==> config.mk <==
export PLATFORM = sky130hd
export DESIGN_NAME = bus_rd_seq
export DESIGN_NICKNAME = d
export VERILOG_FILES = /design/src/rtl/brm_pkg.sv /design/src/rtl/brm_fsm.sv /design/src/rtl/brm_bus_drv.sv /design/src/rtl/brm_stream.sv /design/src/rtl/brm_err_flag.sv /design/src/rtl/bus_rd_seq.sv
export SDC_FILE = /design/constraint.sdc
export NUM_CORES = 1
export LEC_CHECK = 0
export ABC_AREA = 0
export CORE_MARGIN = 2
export CORE_UTILIZATION = 37
export DETAILED_ROUTE_END_ITERATION = 8
export PLACE_DENSITY = 0.84
export SYNTH_ARGS = -nofsm -noshare
export SYNTH_HDL_FRONTEND = slang
export SYNTH_HIERARCHICAL = 1
export SYNTH_SLANG_ARGS = --single-unit
==> constraint.sdc <==
create_clock -name clk -period 1.4 [get_ports clk]
set_clock_uncertainty 0.05 [all_clocks]
set_input_delay 0.14 -clock clk [delete_from_list [all_inputs] [get_ports clk]]
set_output_delay 0.14 -clock clk [all_outputs]
set_load 0.1 [all_outputs]
==> src/rtl/brm_pkg.sv <==
package brm_pkg;

    localparam int unsigned BRM_SIZE_W = 4;
    localparam int unsigned BRM_TYPE_W = 3;

    localparam logic [BRM_SIZE_W-1:0] SIZE_ONE_BEAT = '0;
    localparam logic [BRM_TYPE_W-1:0] TYPE_MEMORY   = '0;

    typedef enum logic [2:0] {
        ST_IDLE,
        ST_ADDR,
        ST_DATA,
        ST_SEND,
        ST_ABORT
    } brm_state_e;

    typedef struct packed {
        logic done;
        logic err;
        logic timeout;
    } brm_status_t;

    function automatic logic in_addr_phase(brm_state_e s);
        return s == ST_ADDR;
    endfunction

    function automatic logic can_accept(brm_state_e s);
        return s == ST_IDLE;
    endfunction

endpackage

==> src/rtl/brm_fsm.sv <==
module brm_fsm
    import brm_pkg::*;
(
    input  logic        clk,
    input  logic        rst,
    input  logic        usr_rd_req,
    input  logic        bus_addr_ack,
    input  logic        bus_timeout,
    input  logic        bus_rd_ack,
    input  logic        st_dst_rdy_n,
    output brm_state_e  state,
    output logic        accept,
    output logic        timeout_hit,
    output logic        cmd_ack,
    output brm_status_t status
);

    brm_state_e  state_q, state_d;
    logic        ack_q;
    brm_status_t stat_q;
    logic        beat_taken;

    assign accept      = can_accept(state_q) && usr_rd_req;
    assign timeout_hit = in_addr_phase(state_q) && bus_timeout;
    assign beat_taken  = (state_q == ST_SEND) && !st_dst_rdy_n;

    always_comb begin
        state_d = state_q;
        unique case (state_q)
            ST_IDLE:  if (usr_rd_req)    state_d = ST_ADDR;
            ST_ADDR: begin
                if (bus_timeout)         state_d = ST_ABORT;
                else if (bus_addr_ack)   state_d = ST_DATA;
            end
            ST_DATA:  if (bus_rd_ack)    state_d = ST_SEND;
            ST_SEND:  if (!st_dst_rdy_n) state_d = ST_IDLE;
            ST_ABORT: if (!st_dst_rdy_n) state_d = ST_IDLE;
            default:                     state_d = ST_IDLE;
        endcase
    end

    always_ff @(posedge clk) begin
        if (rst) begin
            state_q <= ST_IDLE;
            ack_q   <= 1'b0;
            stat_q  <= '0;
        end else begin
            state_q        <= state_d;
            ack_q          <= accept;
            stat_q.done    <= timeout_hit || beat_taken;
            stat_q.err     <= timeout_hit;
            stat_q.timeout <= timeout_hit;
        end
    end

    assign state   = state_q;
    assign cmd_ack = ack_q;
    assign status  = stat_q;

    // the command acknowledge lasts a single cycle
    a_r2_ack_single: assert property (@(posedge clk) disable iff (rst)
        cmd_ack |=> !cmd_ack);

    // the completion pulse lasts a single cycle
    a_r5_done_single: assert property (@(posedge clk) disable iff (rst)
        status.done |=> !status.done);

    // error and timeout status only appear with completion
    a_r5_err_with_done: assert property (@(posedge clk) disable iff (rst)
        status.err |-> (status.done && status.timeout));

    // no acknowledge while a command is still in progress
    a_r10_busy_no_ack: assert property (@(posedge clk) disable iff (rst)
        (state_q == ST_ABORT) |=> !cmd_ack);

endmodule

==> src/rtl/brm_bus_drv.sv <==
module brm_bus_drv
    import brm_pkg::*;
#(
    parameter int unsigned ADDR_W = 32,
    parameter int unsigned DATA_W = 32,
    localparam int unsigned BE_W  = DATA_W / 8
) (
    input  logic                  clk,
    input  logic                  rst,
    input  brm_state_e            state,
    input  logic                  accept,
    input  logic [ADDR_W-1:0]     usr_addr,
    input  logic [BE_W-1:0]       usr_be,
    output logic                  bus_req,
    output logic [ADDR_W-1:0]     bus_addr,
    output logic [BE_W-1:0]       bus_be,
    output logic                  bus_rnw,
    output logic [BRM_SIZE_W-1:0] bus_size,
    output logic [BRM_TYPE_W-1:0] bus_type
);

    logic [ADDR_W-1:0] addr_q;
    logic [BE_W-1:0]   be_q;
    logic              drive;

    always_ff @(posedge clk) begin
        if (rst) begin
            addr_q <= '0;
            be_q   <= '0;
        end else if (accept) begin
            addr_q <= usr_addr;
            be_q   <= usr_be;
        end
    end

    assign drive    = in_addr_phase(state);
    assign bus_req  = drive;
    assign bus_rnw  = drive;
    assign bus_addr = drive ? addr_q : '0;
    assign bus_be   = drive ? be_q   : '0;
    assign bus_size = SIZE_ONE_BEAT;
    assign bus_type = TYPE_MEMORY;

    // a single-beat read always carries fixed qualifiers
    a_r2_qualifiers: assert property (@(posedge clk) disable iff (rst)
        bus_req |-> (bus_rnw && bus_size == '0 && bus_type == '0));

    // address and byte enables hold while the request stays up
    a_r2_addr_stable: assert property (@(posedge clk) disable iff (rst)
        (bus_req && $past(bus_req)) |-> ($stable(bus_addr) && $stable(bus_be)));

endmodule

==> src/rtl/brm_stream.sv <==
module brm_stream
    import brm_pkg::*;
#(
    parameter int unsigned DATA_W = 32
) (
    input  logic              clk,
    input  logic              rst,
    input  brm_state_e        state,
    input  logic              bus_rd_ack,
    input  logic [DATA_W-1:0] bus_rd_data,
    output logic [DATA_W-1:0] st_data,
    output logic              st_sof_n,
    output logic              st_eof_n,
    output logic              st_src_rdy_n,
    output logic              st_src_dsc_n
);

    logic [DATA_W-1:0] word_q;
    logic              sending;

    always_ff @(posedge clk) begin
        if (rst) begin
            word_q <= '0;
        end else if (state == ST_DATA && bus_rd_ack) begin
            word_q <= bus_rd_data;
        end
    end

    assign sending      = (state == ST_SEND);
    assign st_data      = word_q;
    assign st_src_rdy_n = !sending;
    assign st_sof_n     = !sending;
    assign st_eof_n     = !sending;
    assign st_src_dsc_n = (state != ST_ABORT);

    // a discontinue never coincides with a data beat
    a_r6_dsc_no_beat: assert property (@(posedge clk) disable iff (rst)
        !st_src_dsc_n |-> st_src_rdy_n);

    // every beat is a whole one-word frame
    a_r8_single_frame: assert property (@(posedge clk) disable iff (rst)
        !st_src_rdy_n |-> (!st_sof_n && !st_eof_n));

endmodule

==> src/rtl/brm_err_flag.sv <==
module brm_err_flag (
    input  logic clk,
    input  logic rst,
    input  logic timeout_hit,
    output logic mstr_err
);

    logic err_q;

    always_ff @(posedge clk) begin
        if (rst)              err_q <= 1'b0;
        else if (timeout_hit) err_q <= 1'b1;
    end

    assign mstr_err = err_q;

    // once set, the error is held until reset
    a_r4_sticky: assert property (@(posedge clk) disable iff (rst)
        mstr_err |=> mstr_err);

endmodule

==> src/rtl/bus_rd_seq.sv <==
module bus_rd_seq
    import brm_pkg::*;
#(
    parameter int unsigned ADDR_W = 32,
    parameter int unsigned DATA_W = 32,
    localparam int unsigned BE_W  = DATA_W / 8
) (
    input  logic                  clk,
    input  logic                  rst,
    input  logic                  usr_rd_req,
    input  logic [ADDR_W-1:0]     usr_addr,
    input  logic [BE_W-1:0]       usr_be,
    output logic                  usr_cmd_ack,
    output logic                  usr_done,
    output logic                  usr_err,
    output logic                  usr_cmd_timeout,
    output logic                  bus_req,
    output logic [ADDR_W-1:0]     bus_addr,
    output logic [BE_W-1:0]       bus_be,
    output logic                  bus_rnw,
    output logic [BRM_SIZE_W-1:0] bus_size,
    output logic [BRM_TYPE_W-1:0] bus_type,
    input  logic                  bus_addr_ack,
    input  logic                  bus_timeout,
    input  logic [DATA_W-1:0]     bus_rd_data,
    input  logic                  bus_rd_ack,
    output logic                  mstr_err,
    output logic [DATA_W-1:0]     st_data,
    output logic                  st_sof_n,
    output logic                  st_eof_n,
    output logic                  st_src_rdy_n,
    output logic                  st_src_dsc_n,
    input  logic                  st_dst_rdy_n
);

    brm_state_e  state;
    logic        accept;
    logic        timeout_hit;
    brm_status_t status;

    brm_fsm u_fsm (
        .clk          (clk),
        .rst          (rst),
        .usr_rd_req   (usr_rd_req),
        .bus_addr_ack (bus_addr_ack),
        .bus_timeout  (bus_timeout),
        .bus_rd_ack   (bus_rd_ack),
        .st_dst_rdy_n (st_dst_rdy_n),
        .state        (state),
        .accept       (accept),
        .timeout_hit  (timeout_hit),
        .cmd_ack      (usr_cmd_ack),
        .status       (status)
    );

    brm_bus_drv #(.ADDR_W(ADDR_W), .DATA_W(DATA_W)) u_bus (
        .clk      (clk),
        .rst      (rst),
        .state    (state),
        .accept   (accept),
        .usr_addr (usr_addr),
        .usr_be   (usr_be),
        .bus_req  (bus_req),
        .bus_addr (bus_addr),
        .bus_be   (bus_be),
        .bus_rnw  (bus_rnw),
        .bus_size (bus_size),
        .bus_type (bus_type)
    );

    brm_stream #(.DATA_W(DATA_W)) u_stream (
        .clk          (clk),
        .rst          (rst),
        .state        (state),
        .bus_rd_ack   (bus_rd_ack),
        .bus_rd_data  (bus_rd_data),
        .st_data      (st_data),
        .st_sof_n     (st_sof_n),
        .st_eof_n     (st_eof_n),
        .st_src_rdy_n (st_src_rdy_n),
        .st_src_dsc_n (st_src_dsc_n)
    );

    brm_err_flag u_err (
        .clk         (clk),
        .rst         (rst),
        .timeout_hit (timeout_hit),
        .mstr_err    (mstr_err)
    );

    assign usr_done        = status.done;
    assign usr_err         = status.err;
    assign usr_cmd_timeout = status.timeout;

    // a timeout removes the request on the following cycle
    a_r3_req_drop: assert property (@(posedge clk) disable iff (rst)
        (bus_req && bus_timeout) |=> (!bus_req && bus_addr == '0));

    // a timeout during a request raises the master error next cycle
    a_r4_err_set: assert property (@(posedge clk) disable iff (rst)
        (bus_req && bus_timeout) |=> mstr_err);

    // an address acknowledge alone ends the request
    a_r7_ack_drop: assert property (@(posedge clk) disable iff (rst)
        (bus_req && bus_addr_ack && !bus_timeout) |=> (!bus_req && !usr_err));

    // a timeout reports status to the user on the following cycle
    a_r5_status: assert property (@(posedge clk) disable iff (rst)
        (bus_req && bus_timeout) |=> (usr_done && usr_err && usr_cmd_timeout));

endmodule

==> results of run 1 <==
kinds of logic after synthesis:
family                 after synthesis  synth area share
buffers and inverters               36           0.08442
flip-flops                          75            0.4348
other                                1          0.001086
AO/OA/AOI/OAI                        6           0.01377
multiplexers                        70            0.2029
AND/OR/NAND/NOR                    155            0.2630
power by group through the flow:
stage,sequential [uW],combinational [uW],clock [uW]
after CTS,2300,1770,2220
final,2310,1810,2230
after detailed placement,2350,1440,0
after floorplan,2450,845,0
after global routing,2320,1880,2350
after global placement,2350,1410,0
synthesized netlist by cell type:
library cell / n
sky130_fd_sc_hd__o21a_1: 1
sky130_fd_sc_hd__clkbuf_1: 7
sky130_fd_sc_hd__nand2b_1: 65
sky130_fd_sc_hd__buf_1: 3
sky130_fd_sc_hd__nor2_1: 41
sky130_fd_sc_hd__nor3b_4: 1
sky130_fd_sc_hd__inv_1: 1
sky130_fd_sc_hd__and4bb_1: 1
sky130_fd_sc_hd__o21ai_0: 1
sky130_fd_sc_hd__nor4b_2: 1
sky130_fd_sc_hd__and2_2: 16
sky130_fd_sc_hd__conb_1: 1
sky130_fd_sc_hd__nor3_1: 3
sky130_fd_sc_hd__nand3b_1: 2
sky130_fd_sc_hd__buf_12: 3
sky130_fd_sc_hd__dfxtp_1: 75
sky130_fd_sc_hd__buf_6: 8
sky130_fd_sc_hd__a21o_1: 1
sky130_fd_sc_hd__nand2_1: 4
sky130_fd_sc_hd__a31oi_1: 1
sky130_fd_sc_hd__o21ba_1: 1
sky130_fd_sc_hd__and2_1: 20
sky130_fd_sc_hd__o2111a_1: 1
sky130_fd_sc_hd__mux2i_1: 70
sky130_fd_sc_hd__clkbuf_2: 1
sky130_fd_sc_hd__buf_2: 1
sky130_fd_sc_hd__or3_4: 1
sky130_fd_sc_hd__buf_4: 12
worst max-delay path, stage by stage (launching register included):
cell,delay [ns]
sky130_fd_sc_hd__dfxtp_4,0.36
sky130_fd_sc_hd__nor3b_4,0.23
sky130_fd_sc_hd__buf_6,0.18
sky130_fd_sc_hd__buf_16,0.14
sky130_fd_sc_hd__and2_4,0.16
sky130_fd_sc_hd__buf_12,0.17
worst min path at each step:
stage                      end  slack, ns  depth (start not counted)
6_report         u_fsm/cmd_ack       0.05                          3
5_1_grt          u_fsm/cmd_ack       0.05                          3
4_1_cts          u_fsm/cmd_ack       0.02                          3
3_5_place_dp     u_fsm/cmd_ack       0.40                          3
3_3_place_gp   u_fsm/status[0]       0.40                          3
2_1_floorplan   u_fsm/state[2]       0.16                          1
final cells by class:
type,count,area [sq um]
Multi-Input combinational cell,238,1842
Clock buffer,10,137.6
Sequential cell,75,1514
Tap cell,111,138.9
Clock inverter,5,125.1
Inverter,1,3.754
Fill cell,586,2430
Timing Repair Buffer,201,2962
state kept, by name, indices dropped and copies added (netlist names):
signal	flops
u_fsm/state	3
u_err/mstr_err	1
u_stream/st_data	32
u_fsm/status	2
u_bus/addr_q	32
u_bus/be_q	4
u_fsm/cmd_ack	1
what timing repair did:
item / 4_1_cts / 5_1_grt
hold buffers: 0 / 0
gates resized for setup: 29 / 27
buffers inserted: 21 / 10
cloned: 9 / 5
endpoints found under the setup margin: 78 / 112
pin swaps: 4 / 17
per-layer routing:
layer / share of wire / track usage / vias up
met5: 0 / 0 / -
met4: 0.016 / 0.05690 / 0
met3: 0.091 / 0.08322 / 18
met2: 0.52 / 0.3903 / 144
met1: 0.37 / 0.2345 / 1485
li1: - / - / 1451
metrics by stage:
step | util | setup slack [ns] | hold WS (ns) | area (sq um) | power (uW)
global route | 0.7345 | -0.4287 | 0.04893 | 6723 | 6544
finish | 0.7345 | -0.3729 | 0.05359 | 6723 | 6349
detailed placement | 0.6410 | -0.2981 | 0.3999 | 5867 | 3797
floorplan | - | -0.5585 | 0.1586 | 3608 | 3298
CTS | 0.7233 | -0.3503 | 0.02415 | 6620 | 6294
global placement | 0.6410 | -0.2332 | 0.3954 | 5867 | 3760
==> impl_metrics.sql, run 1 <==
INSERT INTO impl_metrics (metric_group, metric, value, unit) VALUES
('pwr', 'vdd.ir_drop.worst', '479.5', 'uV'),
('layout', 'post_route_cells_drive_above_1_share', '0.3717', ''),
('outcome', 'violations', 'negative setup slack', ''),
('timing', 'finalCritPeriodShare', '1.266', ''),
('die', 'core_region_area', '9153', 'sq um'),
('worst_setup_path', 'minimum_setup_slack_among_reg_to_reg_paths', '-0.24', 'ns'),
('worst_setup_path', 'critPathKind', 'reg -> out', ''),
('global_route', 'grt_util_all_layers', '0.2157', ''),
('placement', 'placed_cells', '591', ''),
('clock_tree', 'path_clk_slew', '0.09', 'ns'),
('worst_setup_path', 'timing.rr.end', 'u_bus/addr_q[29]', ''),
('die', 'die_h', '100.6', 'um'),
('timing', 'final-setup-viol-count', '110', ''),
('yosys', 'synth_cell_types', '28', ''),
('worst_setup_path', 'crit_path_start_kind', 'flip-flop', ''),
('route', 'final_antenna_net_count', '0', ''),
('timing', 'fin_tns_setup', '-22.97', 'ns'),
('hold_path', 'worst_hold_startpoint', 'rst', ''),
('yosys', 'yosys_register_bits', '75', ''),
('route', 'drt_iter0_drc', '45', ''),
('global_route', 'grt_start_max_net_pins', '66', ''),
('worst_setup_path', 'crit_arrival', '1.58', 'ns'),
('global_route', 'grt_pass1_wl', '16860', 'um'),
('global_route', 'grt_antenna_before_repair', '0', ''),
('pwr', 'p_leak', '0.002701', 'uW'),
('die', 'std_cell_rows', '35', ''),
('placement', 'hpwlAfterDp', '6675', 'um'),
('clock_tree', 'clock-sinks', '75', ''),
('global_route', 'grt-ovfl-total', '0', ''),
('layout', 'most-common-layout-cells', '83 x sky130_fd_sc_hd__buf_12, 73 x sky130_fd_sc_hd__clkdlybuf4s50_1, 71 x sky130_fd_sc_hd__dfxtp_1', ''),
('placement', 'routabilityCongestion', '0.7905', ''),
('timing', 'final_max_slew_viol_count', '0', ''),
('die', 'initial_utilization', '0.3773', ''),
('yosys', 'yosys.area.top_type_share', '0.4348', ''),
('hold_path', 'worstHoldPathType', 'in -> reg', ''),
('layout', 'finalNetCount', '601', ''),
('route', 'viasPerCell', '4.833', ''),
('die', 'ios', '161', ''),
('worst_setup_path', 'r2r.worst_path.cells', '8', ''),
('timing', 'fmaxAchievable', '0.5641', 'GHz'),
('worst_setup_path', 'cp.required', '1.21', 'ns'),
('pwr', 'sequentialPowerShare', '0.364', ''),
('pwr', 'power_switching_share', '0.2895', ''),
('yosys', 'seq_area_frac_synth', '0.4348', ''),
('route', 'drt_pre_antenna_iters', '4', ''),
('yosys', 'avgSynthCellArea', '10.07', 'sq um'),
('clock_tree', 'clkLatencyLatePin', '0.35', 'ns'),
('timing', 'hold_violation_total_from_the_final_report', '0', ''),
('worst_setup_path', 'critical_path.reg2reg.startpoint', 'u_fsm/state[0]', ''),
('pwr', 'cellInternalPower', '4511', 'uW'),
('placement', 'place.port_buffers', '153', ''),
('die', 'floorplan.die_area', '10120', 'sq um'),
('pwr', 'power.clock.fraction', '0.351', ''),
('route', 'avgRoutedWirePerCell', '18.02', 'um'),
('pwr', 'comb_pwr_share', '0.286', ''),
('outcome', 'status', 'complete, but fails checks', ''),
('timing', 'timing.final.ws_setup', '-0.3729', 'ns'),
('layout', 'layout.cells.most_common', 'sky130_fd_sc_hd__buf_12', ''),
('route', 'drcViolationCount', '0', ''),
('worst_setup_path', 'critPathLaunch', 'u_fsm/state[2]', ''),
('yosys', 'synth.yosys.warnings', '6', ''),
('layout', 'number_of_diodes', '0', ''),
('clock_tree', 'cts-root-to-sink-buffers', '2', ''),
('route', 'vias', '3098', ''),
('worst_setup_path', 'cp_max_fo', '10', ''),
('route', 'drt_wl_total', '11550', 'um'),
('yosys', 'leading_area_contributor_after_synthesis', 'sky130_fd_sc_hd__dfxtp_1', ''),
('pwr', 'cellPowerDensity', '944.4', 'nW/um^2'),
('timing', 'post-route-min-period', '1.773', 'ns'),
('clock_tree', 'cts_tree', 'yes', ''),
('global_route', 'first_global_vias', '3296', '');
Power figures use the tool's default switching activity.
==> run 2, diff against run 1 <==
--- a/config.mk
+++ b/config.mk
@@ -8,6 +8,7 @@
 export ABC_AREA = 0
 export CORE_MARGIN = 2
 export CORE_UTILIZATION = 37
+export CTS_CLUSTER_SIZE = 40
 export DETAILED_ROUTE_END_ITERATION = 8
 export PLACE_DENSITY = 0.84
 export SYNTH_ARGS = -nofsm -noshare
==> constraint.sdc (replaced) <==
create_clock -name clk -period 1.4 [get_ports clk]
set_clock_uncertainty 0.05 [all_clocks]
set_input_delay 0.14 -clock clk [delete_from_list [all_inputs] [get_ports clk]]
set_output_delay 0.14 -clock clk [all_outputs]
set_load 0.02 [all_outputs]
==> run 2 against run 1 <==
Fmax grew 5.8%. First-iteration DRC count grew 33%. The flow still finishes with violations (negative setup slack). Sequential share of layout area grew 3.9 points. Highest routed layer unchanged.
==> impl_metrics.sql, run 2 (same netlist as run 1, synthesis figures left out) <==
INSERT INTO impl_metrics (metric_group, metric, value, unit) VALUES
('worst_setup_path', 'crit_path_start_kind', 'flip-flop', ''),
('die', 'die_w', '100.6', 'um'),
('placement', 'hpwlAfterDp', '5843', 'um'),
('placement', 'place.port_buffers', '153', ''),
('hold_path', 'min_delay_endpoint', 'u_fsm/cmd_ack', ''),
('global_route', 'grt-ovfl-total', '0', ''),
('timing', 'fin_tns_setup', '-16.95', 'ns'),
('worst_setup_path', 'crit_arrival', '1.49', 'ns'),
('layout', 'number_of_diodes', '0', ''),
('outcome', 'status', 'complete, but fails checks', ''),
('die', 'ios', '161', ''),
('worst_setup_path', 'r2r.worst_path.cells', '7', ''),
('timing', 'finalCritPeriodShare', '1.197', ''),
('die', 'initial_utilization', '0.3773', ''),
('die', 'std_cell_rows', '35', ''),
('global_route', 'grt_pass1_wl', '15190', 'um'),
('outcome', 'violations', 'negative setup slack', ''),
('route', 'viasPerCell', '4.681', ''),
('clock_tree', 'clkLatencyLatePin', '0.34', 'ns'),
('global_route', 'first_global_vias', '2906', ''),
('route', 'wl_met1', '4109', 'um'),
('pwr', 'vdd.ir_drop.worst', '468.5', 'uV'),
('route', 'wl_met3', '750', 'um'),
('route', 'vias', '2954', ''),
('worst_setup_path', 'timing.rr.end', 'u_bus/addr_q[19]', ''),
('die', 'floorplan.die_area', '10120', 'sq um'),
('layout', 'area.growth.synth_to_final', '64.93', '%'),
('route', 'drt_iter0_drc', '60', ''),
('worst_setup_path', 'cp_max_fo', '17', ''),
('route', 'maxUsedRoutingLayer', 'met4', ''),
('clock_tree', 'cts-root-to-sink-buffers', '2', ''),
('layout', 'post_route_cells_drive_above_1_share', '0.2654', ''),
('die', 'core_region_area', '9153', 'sq um'),
('timing', 'final_max_slew_viol_count', '0', ''),
('clock_tree', 'cts_tree', 'yes', ''),
('timing', 'rsz0062_at_grt', 'true', ''),
('global_route', 'grt_antenna_before_repair', '0', ''),
('clock_tree', 'numCtsBuffers', '9', ''),
('pwr', 'cellPowerDensity', '925.4', 'nW/um^2'),
('hold_path', 'timing.hold.worst_path_depth', '4', ''),
('clock_tree', 'path_clk_slew', '0.08', 'ns'),
('worst_setup_path', 'crit_path_end_kind', 'primary output', ''),
('route', 'drcViolationCount', '0', ''),
('route', 'drt_wl_total', '10240', 'um'),
('pwr', 'total_power', '5270', 'uW'),
('global_route', 'grt_util_all_layers', '0.1936', ''),
('timing', 'timing.final.ws_setup', '-0.2757', 'ns'),
('timing', 'post-route-min-period', '1.676', 'ns'),
('placement', 'routabilityCongestion', '0.7506', ''),
('layout', 'most-common-layout-cells', '73 x sky130_fd_sc_hd__clkdlybuf4s50_1, 72 x sky130_fd_sc_hd__dfxtp_1, 66 x sky130_fd_sc_hd__mux2i_1', ''),
('worst_setup_path', 'critPathKind', 'reg -> out', ''),
('hold_path', 'worst_hold_startpoint', 'rst', ''),
('clock_tree', 'cts.root.buffer_cell', 'sky130_fd_sc_hd__clkbuf_8', ''),
('route', 'final_antenna_net_count', '0', ''),
('clock_tree', 'htree_levels', '3', ''),
('route', 'drt_pre_antenna_iters', '4', ''),
('timing', 'hold_violation_total_from_the_final_report', '0', ''),
('worst_setup_path', 'critical_path.reg2reg.startpoint', 'u_fsm/state[0]', ''),
('clock_tree', 'clock-sinks', '75', ''),
('timing', 'final-setup-viol-count', '101', ''),
('layout', 'fillerInstances', '771', ''),
('worst_setup_path', 'minimum_setup_slack_among_reg_to_reg_paths', '-0.21', 'ns'),
('route', 'met2RoutedLength', '5228', 'um'),
('layout', 'finalNetCount', '591', ''),
('global_route', 'grt_start_max_net_pins', '72', ''),
('job', 'max_cap_viol_count', '0', ''),
('route', 'avgRoutedWirePerCell', '16.23', 'um'),
('layout', 'layout.cells.most_common', 'sky130_fd_sc_hd__clkdlybuf4s50_1', ''),
('pwr', 'p_leak', '0.002493', 'uW'),
('worst_setup_path', 'cp.required', '1.21', 'ns'),
('timing', 'fmaxAchievable', '0.5967', 'GHz'),
('die', 'die_h', '100.6', 'um'),
('hold_path', 'worstHoldPathType', 'in -> reg', '');
-- run 2: stage by stage --
| step | setup WS, ns | std cells | cell area [sq um] | utilization | hold WS [ns] |
|---|---|---|---|---|---|
| 3_3_place_gp | -0.2952 | 588 | 4999 | 0.5461 | 0.4066 |
| 2_1_floorplan | -0.08316 | 349 | 3515 | - | 0.1661 |
| 4_1_cts | -0.2643 | 630 | 5655 | 0.6179 | 0.1992 |
| 6_report | -0.2757 | 631 | 5695 | 0.6223 | 0.2282 |
| 3_5_place_dp | -0.3332 | 588 | 4999 | 0.5461 | 0.4184 |
| 5_1_grt | -0.3268 | 631 | 5695 | 0.6223 | 0.2296 |
-- run 2: report_power, final --
group          internal, uW  switching, uW
registers              2230           59.1
clock network           993            801
logic                   702            481
-- run 2: what timing repair did --
| item | CTS | global route |
|---|---|---|
| pin swaps | 7 | 18 |
| setup buffers | 17 | 9 |
| hold buffers | 0 | 0 |
| gates cloned | 10 | 2 |
| setup endpoints to repair | 148 | 112 |
| resized for setup | 310 | 36 |
| hold endpoints to repair | 0 | 0 |
-- run 2: worst max-delay path by stage --
stage	from	end	slack, ns	cells after the start
3_5_place_dp	u_fsm/state[1]	bus_addr[21]	-0.33	4
2_1_floorplan	u_fsm/state[0]	u_bus/addr_q[0]	-0.08	7
3_3_place_gp	u_fsm/state[1]	bus_addr[21]	-0.30	4
5_1_grt	u_fsm/state[1]	bus_be[0]	-0.33	5
6_report	u_fsm/state[1]	bus_be[0]	-0.28	5
4_1_cts	u_fsm/state[2]	bus_addr[5]	-0.26	5
-- run 2: cell type report --
cell class | count | area (sq um) | area share
clock buffer | 10 | 127.6 | 0.02241
multi-input combinational | 238 | 1784 | 0.3133
inverter | 1 | 3.754 | 0.0006591
sequential | 75 | 1505 | 0.2643
tap | 111 | 138.9 | 0.02438
clock inverter | 5 | 78.83 | 0.01384
timing repair buffer | 191 | 2057 | 0.3612
-- run 2: layer usage --
metal / global-route usage / up-vias
met4: 0.06006 / 0
met2: 0.3415 / 123
li1: - / 1432
met3: 0.05964 / 16
met5: 0 / -
met1: 0.2233 / 1383
-- run 2: critical path, cell delays in order (launching register included) --
cell                      delay (ns)
sky130_fd_sc_hd__dfxtp_2        0.34
sky130_fd_sc_hd__nor3b_4        0.23
sky130_fd_sc_hd__buf_4          0.16
sky130_fd_sc_hd__buf_12         0.13
sky130_fd_sc_hd__and2_2         0.17
sky130_fd_sc_hd__buf_6          0.12
